[config.mk]
export PLATFORM = sky130hd
export DESIGN_NAME = early_redirect_check
export DESIGN_NICKNAME = d
export VERILOG_FILES = /design/src/rtl/early_redirect_check.sv
export SDC_FILE = /design/constraint.sdc
export NUM_CORES = 1
export LEC_CHECK = 0
export BUFFER_PORTS_ARGS = -buffer_cell sky130_fd_sc_hd__buf_4
export CORE_ASPECT_RATIO = 1.1
export CORE_MARGIN = 4
export CORE_UTILIZATION = 30
export CTS_BUF_LIST = sky130_fd_sc_hd__clkbuf_16
export CTS_CLUSTER_DIAMETER = 40
export DETAILED_ROUTE_END_ITERATION = 8
export GPL_ROUTABILITY_DRIVEN = 0
export HOLD_SLACK_MARGIN = 0.12
export MAX_ROUTING_LAYER = met4
export PLACE_DENSITY = 0.62
export RECOVER_POWER = 25
export SLEW_MARGIN = 20
export SYNTH_ARGS = -nofsm -noshare
export SYNTH_HDL_FRONTEND = slang
export SYNTH_SLANG_ARGS = --single-unit
[constraint.sdc]
create_clock -name clk -period 5.4 [get_ports clk]
set_input_delay 1.35 -clock clk [delete_from_list [all_inputs] [get_ports clk]]
set_output_delay 1.35 -clock clk [all_outputs]
set_load 0.02 [all_outputs]
[src/rtl/early_redirect_check.sv]
module early_redirect_check #(
  parameter int W  = 4,
  parameter int TW = 1,
  parameter int SW = 8,
  parameter int PW = 16,
  parameter int CW = 16
) (
  input  logic            clk,
  input  logic            rst,
  input  logic [W-1:0]    in_valid,
  input  logic [W*TW-1:0] in_tid,
  input  logic [W*SW-1:0] in_seq,
  input  logic [W-1:0]    in_sqd,
  input  logic [W-1:0]    in_ctrl,
  input  logic [W-1:0]    in_direct,
  input  logic [W-1:0]    in_uncond,
  input  logic [W-1:0]    in_pred_taken,
  input  logic [W*PW-1:0] in_pred_pc,
  input  logic [W*PW-1:0] in_calc_pc,
  input  logic [W-1:0]    in_calc_taken,
  input  logic [(1<<TW)-1:0] thr_stalled,
  output logic [W-1:0]    fwd_valid,
  output logic [W*TW-1:0] fwd_tid,
  output logic [W*SW-1:0] fwd_seq,
  output logic [W*PW-1:0] fwd_pc,
  output logic [W-1:0]    sq_mark,
  output logic            rd_valid,
  output logic            rd_mispred,
  output logic            rd_badpred,
  output logic            rd_squash,
  output logic [SW-1:0]   rd_seq,
  output logic [PW-1:0]   rd_pc,
  output logic            rd_taken,
  output logic [(1<<TW)-1:0] rd_unblock,
  output logic [(1<<TW)-1:0] rd_flush,
  output logic            fatal,
  output logic [CW-1:0]   cnt_resolved,
  output logic [CW-1:0]   cnt_mispred
);
  localparam int NT = 1 << TW;
  localparam int IW = (W > 1) ? $clog2(W) : 1;

  logic            hit;
  logic [IW-1:0]   hidx;
  logic [W-1:0]    fwd_n, chk, sq_n;
  logic [W*PW-1:0] pc_n;
  logic            fat_n;
  logic [CW-1:0]   nres;
  logic [SW-1:0]   b_seq;
  logic [TW-1:0]   b_tid;
  logic [PW-1:0]   b_pc;
  logic            b_tk;

  // slot scan in age order; the first mismatch cuts the group
  always_comb begin
    hit   = 1'b0;
    hidx  = '0;
    fwd_n = '0;
    chk   = '0;
    fat_n = 1'b0;
    pc_n  = in_pred_pc;
    for (int i = 0; i < W; i++) begin
      if (in_valid[i] && !in_sqd[i] && !hit) begin
        fwd_n[i] = 1'b1;
        if (in_pred_taken[i] && !in_ctrl[i]) fat_n = 1'b1;
        if (in_ctrl[i] && in_direct[i] && in_uncond[i]) begin
          chk[i] = 1'b1;
          if (in_calc_pc[i*PW +: PW] != in_pred_pc[i*PW +: PW]) begin
            hit  = 1'b1;
            hidx = IW'(i);
            pc_n[i*PW +: PW] = in_calc_pc[i*PW +: PW];
          end
        end
      end
    end
  end

  assign b_seq = in_seq[hidx*SW +: SW];
  assign b_tid = in_tid[hidx*TW +: TW];
  assign b_pc  = in_calc_pc[hidx*PW +: PW];
  assign b_tk  = in_calc_taken[hidx];

  // wraparound-safe age test against the redirecting branch
  always_comb begin
    sq_n = '0;
    for (int i = 0; i < W; i++) begin
      logic [SW-1:0] d;
      d = in_seq[i*SW +: SW] - b_seq;
      sq_n[i] = hit && in_valid[i] && (in_tid[i*TW +: TW] == b_tid) &&
                (d != '0) && !d[SW-1];
    end
  end

  always_comb begin
    nres = '0;
    for (int i = 0; i < W; i++) nres = nres + {{(CW-1){1'b0}}, chk[i]};
  end

  always_ff @(posedge clk) begin
    if (rst) begin
      fwd_valid    <= '0;
      fwd_tid      <= '0;
      fwd_seq      <= '0;
      fwd_pc       <= '0;
      sq_mark      <= '0;
      rd_valid     <= 1'b0;
      rd_seq       <= '0;
      rd_pc        <= '0;
      rd_taken     <= 1'b0;
      rd_unblock   <= '0;
      rd_flush     <= '0;
      fatal        <= 1'b0;
      cnt_resolved <= '0;
      cnt_mispred  <= '0;
    end else begin
      fwd_valid    <= fwd_n;
      fwd_tid      <= in_tid;
      fwd_seq      <= in_seq;
      fwd_pc       <= pc_n;
      sq_mark      <= sq_n;
      rd_valid     <= hit;
      rd_seq       <= hit ? b_seq : '0;
      rd_pc        <= hit ? b_pc : '0;
      rd_taken     <= hit & b_tk;
      rd_flush     <= hit ? (NT'(1) << b_tid) : '0;
      rd_unblock   <= (hit && thr_stalled[b_tid]) ? (NT'(1) << b_tid) : '0;
      fatal        <= fat_n;
      cnt_resolved <= cnt_resolved + nres;
      cnt_mispred  <= cnt_mispred + {{(CW-1){1'b0}}, hit};
    end
  end

  assign rd_mispred = rd_valid;
  assign rd_badpred = rd_valid;
  assign rd_squash  = rd_valid;

  p_resolve_with_redirect_r3: assert property (@(posedge clk) disable iff (rst)
    rd_valid |-> cnt_resolved != $past(cnt_resolved));

  p_mispred_step_r4: assert property (@(posedge clk) disable iff (rst)
    rd_valid |-> cnt_mispred == $past(cnt_mispred) + {{(CW-1){1'b0}}, 1'b1});

  p_no_mispred_quiet_r8: assert property (@(posedge clk) disable iff (rst)
    !rd_valid |-> $stable(cnt_mispred));

  p_cut_disjoint_r5: assert property (@(posedge clk) disable iff (rst)
    rd_valid |-> (fwd_valid & sq_mark) == '0);

  p_mark_needs_redirect_r6: assert property (@(posedge clk) disable iff (rst)
    (|sq_mark) |-> rd_valid);

  p_unblock_in_flush_r9: assert property (@(posedge clk) disable iff (rst)
    $onehot0(rd_flush) && ((rd_unblock & ~rd_flush) == '0));
endmodule

* Yosys cells after proc, flatten, opt, wreduce, memory -nomap -nowiden
Cells that the tools add are included.
Storage, ports and cells: register bits after elaboration 171, latch bits 0, RAM bits 0, bits in read-only memories 0, input bits 196, output and inout port bits 174, logic and storage cells 154, memories kept 0
Cells by class: $add $sub $neg 9, multipliers 0, div/mod/pow operators 0, magnitude comparators 2, equality and inequality tests 8, shift operators 4, muxes and demuxes 57, bitwise gates (word level) 3, reduce and logical (&&, ||, !) cells 57
Operators with widths (count):
- $mux 16 | 12
- $ne 16x16->1 | 4
- $shiftx 64x7->16 | 1
- $mux 1 | 38
- $logic_and 1x1->1 | 36
- $reduce_bool 8->1 | 4
- $shiftx 32x6->8 | 1
- $sub 8x8->8 | 4
- $add 16x1->16 | 1
- $add 16x4->16 | 1
- $logic_not 1->1 | 15
- $mux 2 | 6
- $add 3x1->4 | 1
- $eq 1x1->1 | 4
- $reduce_or 2->1 | 2
- $shiftx 4x3->1 | 1
- $add 2x1->3 | 1
- $lt 2x3->1 const B | 1
- $add 1x1->2 | 1
- $bmux 1 s2 | 1
- $lt 1x2->1 const B | 1
- $not 1->1 | 2
- $shl 1x1->2 const A | 1
- $and 1x1->1 | 1

* Depth between registers and ports, before layout
Gate-level depths: netlist of the first run.
word-level depth 19, mapped depth 20, mapped depth without buffers 18

* Worst setup path before layout of the first run
Ideal clock, no wire load.
kind input to register, start input in_pred_pc[9], end register sq_mark[1], setup time 92 ps, data arrival time 5616 ps, data required time 5308 ps, path slack -308 ps, stages 19, path buffers 2, path through xnor2_1 nand4_1 nor4_1 nor2_1 clkbuf_1 a21oi_2 clkbuf_1 a211oi_1 a21oi_1 ha_1 inv_1 ha_1 a311o_1 or3_1 a311o_1 a2111oi_2 o31a_1 nor4_1 nor4_1
Between the ends: cells in the longest elaborated chain, start to end 18, elaborated cells between the ends (all ways) 36, those cells by class add/sub: 1; eq/ne: 2; shift: 2; mux: 19; reduce/logical: 12
RTL lines:
- start, declared | RTL line 18 | input logic [W*PW-1:0] in_pred_pc,
- $ne 16x16->1 * | RTL line 68 | if (in_calc_pc[i*PW +: PW] != in_pred_pc[i*PW +: PW]) begin
- $mux 1 * | RTL line 68
- $mux 1 * | RTL line 66 | if (in_ctrl[i] && in_direct[i] && in_uncond[i]) begin
- $mux 1 * | RTL line 63 | if (in_valid[i] && !in_sqd[i] && !hit) begin
- $logic_not 1->1 / $mux 1 (equally long branches) | RTL line 63, 68
- $logic_and 1x1->1 / $mux 1 (equally long branches) | RTL line 63, 66
- $mux 1 | RTL line 63
- $mux 2 (tied with other cells) | RTL line 68
- [3 not listed]
- $mux 2 / $logic_and 1x1->1 (equally long branches) | RTL line 66, 63
- $mux 2 * | RTL line 63
- $shiftx 32x6->8 * | RTL line 78 | assign b_seq = in_seq[hidx*SW +: SW];
- named net b_seq[0] | RTL line 49 | logic [SW-1:0] b_seq;
- $sub 8x8->8 * | RTL line 88 | d = in_seq[i*SW +: SW] - b_seq;
- $reduce_bool 8->1 | RTL line 90 | (d != '0) && !d[SW-1];
- $logic_and 1x1->1 | RTL line 89 | sq_n[i] = hit && in_valid[i] && (in_tid[i*TW +: TW] == b_tid) &&
- $logic_and 1x1->1 * | RTL line 90
- end signal, assigned | RTL line 120 | sq_mark <= sq_n;
- end, declared | RTL line 26 | output logic [W-1:0] sq_mark,
Mark *: on every way through the listed nets, which the timed path passes. The rest lies on a longest branch. A chain may end at the register's enable or synchronous reset.

* Final worst setup path of the first run
start input in_pred_pc[27], end register sq_mark[1]
Between the ends: cells in the longest elaborated chain, start to end 15, elaborated cells between the ends (all ways) 33, those cells by class add/sub: 1; eq/ne: 2; shift: 2; mux: 18; reduce/logical: 10
RTL lines (RTL line):
- $ne 16x16->1 * | 68
- $mux 1 | 68
- $mux 1 | 66
- $mux 1 | 63
- $mux 2 (tied with other cells) | 68
- $mux 2 (tied with other cells) | 66
- $mux 2 / $mux 1 (equally long branches) | 63
- $mux 2 / $logic_not 1->1 (equally long branches) | 68, 63
- $mux 2 / $logic_and 1x1->1 (equally long branches) | 66, 63
- $mux 2 * | 63
- $shiftx 32x6->8 * | 78
- named net b_seq[0] | 49
- $sub 8x8->8 * | 88
- $reduce_bool 8->1 | 90
- $logic_and 1x1->1 | 89
- $logic_and 1x1->1 * | 90
Marks and branches as above.

==> impl_metrics.xml, run 1 <==
<?xml version="1.0" encoding="UTF-8"?>
<metrics>
  <group name="cells_and_area">
    <metric name="finish.net_count" unit="">1628</metric>
    <metric name="nFillCells" unit="">2890</metric>
    <metric name="area.growth.synth_to_final" unit="%">46.5</metric>
    <metric name="drive_above_1_share" unit="%">32.7</metric>
    <metric name="layout.cells.non_filler" unit="">1795</metric>
    <metric name="antenna_cells" unit="">0</metric>
    <metric name="design_area" unit="um2">12900</metric>
    <metric name="fin_util" unit="%">44.8</metric>
  </group>
  <group name="power">
    <metric name="seq_power_share" unit="%">40.1</metric>
    <metric name="switching_share" unit="%">31.4</metric>
    <metric name="power.combinational.fraction" unit="%">22.2</metric>
    <metric name="switchingPower" unit="mW">1.04</metric>
    <metric name="vdd_ir_drop_max" unit="mV">0.174</metric>
    <metric name="power_density" unit="nW/um2">256</metric>
    <metric name="power.total" unit="mW">3.30</metric>
    <metric name="p_clk_share" unit="%">37.7</metric>
    <metric name="power.static_leakage" unit="nW">5.74</metric>
    <metric name="p_int" unit="mW">2.27</metric>
  </group>
  <group name="grt">
    <metric name="grt_pass1_wl" unit="um">51800</metric>
    <metric name="overflow" unit="">0</metric>
    <metric name="antenna_found_initial" unit="">0</metric>
    <metric name="global_route.usage.total" unit="%">22.0</metric>
    <metric name="first_global_vias" unit="">8914</metric>
    <metric name="pin_count_of_the_biggest_net_entering_global_routing" unit="">94</metric>
  </group>
  <group name="placed_design">
    <metric name="dpl.cell_count" unit="">1763</metric>
    <metric name="placement.setup.worst_slack" unit="ns">-0.361</metric>
    <metric name="dp_hpwl" unit="um">28400</metric>
    <metric name="io_buffers" unit="">369</metric>
    <metric name="post_placement_cell_area" unit="um2">12400</metric>
  </group>
  <group name="hold_path">
    <metric name="hold_path_class" unit="">reg2reg</metric>
  </group>
  <group name="routing">
    <metric name="drt-total-wl" unit="um">35500</metric>
    <metric name="drc_errors" unit="">0</metric>
    <metric name="detail_route.vias_per_cell" unit="">4.92</metric>
    <metric name="dr_total_vias" unit="">8840</metric>
    <metric name="drt.antenna.violating_nets" unit="">0</metric>
    <metric name="met3RoutedLength" unit="um">2420</metric>
    <metric name="drt-wirelength-per-cell" unit="um">19.8</metric>
    <metric name="drt_pre_antenna_iters" unit="">5</metric>
    <metric name="top_signal_layer_used" unit="">met4</metric>
    <metric name="drtIter0Drc" unit="">347</metric>
    <metric name="dr_wl_met2" unit="um">17700</metric>
    <metric name="wl_met1" unit="um">14100</metric>
  </group>
  <group name="clocking">
    <metric name="clock_sink_count" unit="">171</metric>
    <metric name="cts_hold_buffers" unit="">0</metric>
    <metric name="clock_tree.buffer_depth" unit="">2</metric>
    <metric name="cts_inserted_buffers" unit="">17</metric>
    <metric name="tritoncts" unit="">done</metric>
    <metric name="clk_pin_slew" unit="ns">0.08</metric>
    <metric name="htree_num_levels" unit="">4</metric>
    <metric name="worst_skew_pair.late_latency" unit="ns">0.44</metric>
    <metric name="cts-root-buf" unit="">clkbuf_16</metric>
  </group>
  <group name="run_status">
    <metric name="run_status" unit="">complete, but fails checks</metric>
    <metric name="violations_in_the_final_reports" unit="">max-capacitance violations, max-slew violations</metric>
  </group>
  <group name="timing">
    <metric name="tns" unit="ns">0</metric>
    <metric name="period_needed" unit="ns">5.17</metric>
    <metric name="worst-slew-pin-transition" unit="ns">2.06</metric>
    <metric name="report.final.setup_viol" unit="">0</metric>
    <metric name="setup_slack" unit="ns">0.234</metric>
    <metric name="slew_violations" unit="">94</metric>
    <metric name="final.period_utilization" unit="%">95.7</metric>
    <metric name="maxClockFrequency" unit="MHz">194</metric>
    <metric name="slew_headroom" unit="%">-37.3</metric>
    <metric name="hold_violations" unit="">0</metric>
    <metric name="finalClockSkew" unit="ns">0.00478</metric>
    <metric name="fin_worst_hold_slack" unit="ns">0.496</metric>
    <metric name="unrepaired_setup_endpoints_after_global_routing" unit="">no</metric>
  </group>
  <group name="floorplan">
    <metric name="std_cell_rows" unit="">65</metric>
    <metric name="initial_standard_cell_utilization_of_the_core" unit="%">30.6</metric>
    <metric name="top_level_ports" unit="">370</metric>
    <metric name="core_area" unit="um2">28800</metric>
    <metric name="dieHeight" unit="um">188</metric>
    <metric name="design.die.area" unit="um2">32200</metric>
    <metric name="horizontal_die_dimension" unit="um">171</metric>
  </group>
  <group name="critical_path">
    <metric name="critical_path.slowest_cell" unit="">or3_2</metric>
    <metric name="critical_path_s_largest_stage_delay" unit="ns">0.52</metric>
    <metric name="crit_type" unit="">in2reg</metric>
    <metric name="crit_path_cell_trace" unit="">buf_4, xor2_1, nor4_2, buf_4, nand4_1, and2_4, or3_2, a21oi_4, ha_1, inv_1, ha_1, a311o_1, or3_1, a311o_1, a2111oi_4, o31a_1, nor4_1, nor4_1</metric>
    <metric name="crit_required" unit="ns">5.75</metric>
    <metric name="crit_fanout" unit="">4</metric>
    <metric name="setup.worst_path.end_class" unit="">flop</metric>
    <metric name="critPathArrivalTime" unit="ns">5.51</metric>
    <metric name="start_kind" unit="">primary input</metric>
  </group>
  <group name="logic_synthesis">
    <metric name="postSynthAreaPerCell" unit="um2">8.78</metric>
    <metric name="yosysSeqAreaShare" unit="%">38.9</metric>
    <metric name="syn-cell-area" unit="um2">8810</metric>
    <metric name="post_synth_num_cell_types" unit="">72</metric>
    <metric name="ys.flop_type" unit="">dfxtp_1</metric>
    <metric name="post_synth_inst_count" unit="">1003</metric>
    <metric name="synth_nets" unit="">1217</metric>
    <metric name="synth-warning-count" unit="">0</metric>
    <metric name="synth_async_sr_flop_share" unit="%">0</metric>
    <metric name="synth-edff-count" unit="">0</metric>
    <metric name="postSynthRegisterBits" unit="">171</metric>
  </group>
  <group name="run">
    <metric name="drv.max_cap_violation_count" unit="">1</metric>
  </group>
</metrics>
## logic make-up (layout without fill, tap and decap cells)
logic type               Yosys count  count (layout)  share of synthesized area [%]
AND/OR/NAND/NOR                  364             364                           20.4
adder cells (fa/ha/maj)           26              26                           3.75
flip-flops                       171             171                           38.9
buffers and inverters             86             510                           3.91
XOR/XNOR                         114             114                           11.5
AO/OA/AOI/OAI                    185             185                           14.9
multiplexers                      57              57                           6.68
## routing by layer
metal  global-route usage [%]  up-vias
met1                     24.5     4105
met2                     37.5      342
li1                         -     4344
met3                     5.23       49
met4                     9.27        0
met5                        -        -
## state kept, by name, summed over array words and instances, names as in the netlist
name,count
cnt_resolved,16
fwd_valid,4
fwd_tid,4
cnt_mispred,16
sq_mark,4
fatal,1
rd_flush,2
rd_taken,1
rd_badpred,1
rd_unblock,2
fwd_pc,64
rd_seq,8
rd_pc,16
fwd_seq,32
## cells in the final DEF, fill, tap and decap left out, types with 17 or more instances in the layout
cell and instances:
a21oi_1 38, nor2_1 120, inv_1 26, xnor2_1 40, mux2i_1 52, buf_4 401
o22ai_1 18, clkbuf_16 17, clkbuf_1 49, xor2_1 73, nand2_1 62, dfxtp_1 171
a211oi_1 43, o21ai_0 17, nor2b_1 49, nand3_1 24
## synthesized netlist by cell type (18+ instances only)
master	n	share of area [%]
nor2b_1	49	3.5
nand3_1	24	1.4
nor2_1	123	5.2
dfxtp_1	171	39
inv_1	26	1.1
nor4_1	18	1.3
mux2i_1	52	5.9
a211oi_1	43	3.7
nand2_1	62	2.6
xor2_1	73	7.3
a21oi_1	39	2.2
o22ai_1	18	1.3
clkbuf_1	47	2.0
xnor2_1	40	4.0
## worst paths after layout
path | startpoint | to | slack, ns | depth (start not counted)
worst max-delay path | in_pred_pc[27] | sq_mark[1]$_SDFF_PP0_ | 0.23 | 18
worst min-delay path | cnt_resolved[6]$_SDFF_PP0_ | cnt_resolved[6]$_SDFF_PP0_ | 0.50 | 2
worst max register to register | cnt_resolved[0]$_SDFF_PP0_ | cnt_resolved[6]$_SDFF_PP0_ | 2.70 | 8
worst min register to register | cnt_resolved[6]$_SDFF_PP0_ | cnt_resolved[6]$_SDFF_PP0_ | 0.50 | 2
## power by group through the flow
| stage | logic, mW | clock network, mW | registers [mW] |
|---|---|---|---|
| 2_1_floorplan | 0.303 | 0 | 1.42 |
| 3_3_place_gp | 0.733 | 0 | 1.36 |
| 3_5_place_dp | 0.740 | 0 | 1.36 |
| 4_1_cts | 0.742 | 1.28 | 1.33 |
| 5_1_grt | 0.796 | 1.33 | 1.33 |
| 6_report | 0.733 | 1.24 | 1.33 |
## critical path, delay by kind of cell
| family | cells | cell delay, ns |
|---|---|---|
| adder cells (fa/ha/maj) | 2 | 0.36 |
| XOR/XNOR | 1 | 0.16 |
| buffers and inverters | 3 | 0.34 |
| AO/OA/AOI/OAI | 5 | 1.38 |
| AND/OR/NAND/NOR | 7 | 1.93 |
## cell type report
cell class | instances | area, um2 | share of cell area, %
inverter | 27 | 101 | 0.786
sequential | 171 | 3420 | 26.5
tap | 368 | 460 | 3.57
multi-input combinational | 746 | 5130 | 39.8
clock inverter | 15 | 156 | 1.21
clock buffer | 17 | 425 | 3.30
timing repair buffer | 451 | 3200 | 24.8
## timing repair
action                     CTS  global route
buffers inserted             0             0
gates resized for setup      0             9
setup endpoints to repair    0             2
Power figures use the tool's default switching activity.
==> run 2, diff against run 1 <==
CORE_UTILIZATION = 43   (was 30)
PLACE_DENSITY = 0.82   (was 0.62)
==> impl_metrics.xml, run 2 (synthesis gave the netlist of run 1 again) <==
<?xml version="1.0" encoding="UTF-8"?>
<metrics>
  <group name="floorplan">
    <metric name="design.die.area" unit="um2">22800</metric>
    <metric name="dieHeight" unit="um">158</metric>
    <metric name="core_area" unit="um2">20000</metric>
    <metric name="std_cell_rows" unit="">54</metric>
    <metric name="top_level_ports" unit="">370</metric>
    <metric name="initial_standard_cell_utilization_of_the_core" unit="%">44.0</metric>
    <metric name="horizontal_die_dimension" unit="um">144</metric>
  </group>
  <group name="placed_design">
    <metric name="post_placement_cell_area" unit="um2">12200</metric>
    <metric name="placement.setup.worst_slack" unit="ns">-0.309</metric>
    <metric name="io_buffers" unit="">369</metric>
    <metric name="dp_hpwl" unit="um">27000</metric>
  </group>
  <group name="critical_path">
    <metric name="critPathArrivalTime" unit="ns">5.61</metric>
    <metric name="setup.worst_path.end_class" unit="">flop</metric>
    <metric name="crit_required" unit="ns">5.75</metric>
    <metric name="start_kind" unit="">primary input</metric>
    <metric name="critical_path_s_largest_stage_delay" unit="ns">0.51</metric>
    <metric name="crit_fanout" unit="">3</metric>
    <metric name="crit_type" unit="">in2reg</metric>
    <metric name="critical_path.slowest_cell" unit="">or3_2</metric>
    <metric name="critPathMostFrequentCell" unit="">nor4_1</metric>
    <metric name="crit_path_cell_trace" unit="">buf_4, xor2_1, nor4_1, nand4_1, buf_4, and2_1, or3_2, a21oi_4, ha_1, inv_1, ha_1, a311o_1, or3_1, a311o_1, a2111oi_2, o31a_1, nor4_1, nor4_1</metric>
  </group>
  <group name="cells_and_area">
    <metric name="area.growth.synth_to_final" unit="%">43.3</metric>
    <metric name="nFillCells" unit="">1708</metric>
    <metric name="registers.top_by_ff_count" unit="">fwd_pc</metric>
    <metric name="design_area" unit="um2">12600</metric>
    <metric name="largest_register_ffs" unit="">64</metric>
    <metric name="largestRegisters" unit="">fwd_pc x64, fwd_seq x32</metric>
    <metric name="layout.cells.most_common" unit="">buf_4</metric>
    <metric name="drive_above_1_share" unit="%">31.5</metric>
    <metric name="layout.cells.most_common_list" unit="">387 x buf_4, 171 x dfxtp_1, 120 x nor2_1, 73 x xor2_1, 62 x nand2_1</metric>
    <metric name="finish.net_count" unit="">1615</metric>
    <metric name="antenna_cells" unit="">0</metric>
  </group>
  <group name="power">
    <metric name="power.combinational.fraction" unit="%">21.8</metric>
    <metric name="p_clk_share" unit="%">37.8</metric>
    <metric name="p_int" unit="mW">2.33</metric>
    <metric name="seq_power_share" unit="%">40.4</metric>
    <metric name="power.total" unit="mW">3.29</metric>
    <metric name="power.static_leakage" unit="nW">5.68</metric>
    <metric name="power_density" unit="nW/um2">261</metric>
    <metric name="switchingPower" unit="uW">957</metric>
    <metric name="switching_share" unit="%">29.1</metric>
    <metric name="vdd_ir_drop_max" unit="mV">0.210</metric>
  </group>
  <group name="routing">
    <metric name="detail_route.vias_per_cell" unit="">5.47</metric>
    <metric name="drt-wirelength-per-cell" unit="um">20.3</metric>
    <metric name="drt_pre_antenna_iters" unit="">5</metric>
    <metric name="drt-total-wl" unit="um">33900</metric>
    <metric name="drc_errors" unit="">0</metric>
    <metric name="drtIter0Drc" unit="">714</metric>
    <metric name="dr_total_vias" unit="">9118</metric>
    <metric name="drt.antenna.violating_nets" unit="">0</metric>
  </group>
  <group name="clocking">
    <metric name="cts_hold_buffers" unit="">0</metric>
    <metric name="htree_num_levels" unit="">4</metric>
    <metric name="clock_tree.buffer_depth" unit="">2</metric>
    <metric name="cts_inserted_buffers" unit="">17</metric>
    <metric name="cts-root-buf" unit="">clkbuf_16</metric>
    <metric name="worst_skew_pair.late_latency" unit="ns">0.44</metric>
    <metric name="clock_sink_count" unit="">171</metric>
    <metric name="post_cts.repair.setup_buffers" unit="">0</metric>
    <metric name="clk_pin_slew" unit="ns">0.07</metric>
    <metric name="tritoncts" unit="">done</metric>
    <metric name="post_cts_resized" unit="">0</metric>
  </group>
  <group name="grt">
    <metric name="overflow" unit="">0</metric>
    <metric name="global_route.usage.total" unit="%">29.3</metric>
    <metric name="pin_count_of_the_biggest_net_entering_global_routing" unit="">81</metric>
    <metric name="first_global_vias" unit="">8913</metric>
    <metric name="grt_pass1_wl" unit="um">49300</metric>
    <metric name="antenna_found_initial" unit="">0</metric>
  </group>
  <group name="run_status">
    <metric name="violations_in_the_final_reports" unit="">max-capacitance violations, max-slew violations</metric>
    <metric name="run_status" unit="">complete, but fails checks</metric>
  </group>
  <group name="timing">
    <metric name="slew_headroom" unit="%">-87.2</metric>
    <metric name="fin_worst_hold_slack" unit="ns">0.502</metric>
    <metric name="report.final.setup_viol" unit="">0</metric>
    <metric name="worst-slew-pin-transition" unit="ns">2.81</metric>
    <metric name="final.period_utilization" unit="%">97.6</metric>
    <metric name="slew_violations" unit="">59</metric>
    <metric name="finalClockSkew" unit="ns">0.00928</metric>
    <metric name="hold_violations" unit="">0</metric>
    <metric name="maxClockFrequency" unit="MHz">190</metric>
    <metric name="unrepaired_setup_endpoints_after_global_routing" unit="">no</metric>
    <metric name="period_needed" unit="ns">5.27</metric>
    <metric name="setup_slack" unit="ns">0.132</metric>
  </group>
  <group name="hold_path">
    <metric name="hold_path_class" unit="">reg2reg</metric>
  </group>
  <group name="run">
    <metric name="drv.max_cap_violation_count" unit="">1</metric>
  </group>
</metrics>
[run 2: path summary, 6_finish.rpt]
check,start,end,slack (ns),depth (start not counted)
worst max-delay path,in_pred_pc[31],sq_mark[1]$_SDFF_PP0_,0.13,18
worst min-delay path,cnt_resolved[6]$_SDFF_PP0_,cnt_resolved[6]$_SDFF_PP0_,0.50,2
worst max register to register,cnt_resolved[0]$_SDFF_PP0_,cnt_resolved[6]$_SDFF_PP0_,2.65,8
worst min register to register,cnt_resolved[6]$_SDFF_PP0_,cnt_resolved[6]$_SDFF_PP0_,0.50,2
[run 2: through the flow]
step	TNS (ns)	std cells	util, %
3_3_place_gp	-0.353	1634	61.1
4_1_cts	0	1666	64.0
6_report	0	1666	63.1
3_5_place_dp	-0.673	1634	61.1
5_1_grt	0	1666	63.1
2_1_floorplan	0	1003	-
[run 2: area by class of cell]
cell class,count,area [um2],share of cell area [%]
repair buffers,438,3110,24.7
inverters,27,101,0.803
flip-flops and latches,171,3420,27.1
clock buffers,17,425,3.37
well taps,252,315,2.50
clock inverters,15,160,1.27
multi-input cells,746,5080,40.3
[run 2: worst max-delay path, delay by kind of cell]
kind	cells	cell delay [ns]
AO/OA/AOI/OAI	5	1.39
adder cells (fa/ha/maj)	2	0.37
buffers and inverters	3	0.36
XOR/XNOR	1	0.15
AND/OR/NAND/NOR	7	2.00
[run 2: power by group through the flow]
stage                     sequential, mW  combinational, mW  clock (mW)
final                               1.33              0.718        1.24
after global routing                1.33              0.772        1.31
after CTS                           1.33              0.725        1.26
after detailed placement            1.36              0.721           0
after global placement              1.36              0.707           0
after floorplan                     1.42              0.303           0
[run 2: layer usage]
layer | track usage (%) | part of all wire [%] | vias up | routed length (um)
met5 | - | 0 | - | 0
met4 | 13.2 | 4.7 | 0 | 1600
met3 | 6.77 | 9.4 | 85 | 3180
met2 | 47.7 | 48 | 493 | 16100
met1 | 34.4 | 38 | 4223 | 12900
li1 | - | - | 4317 | -
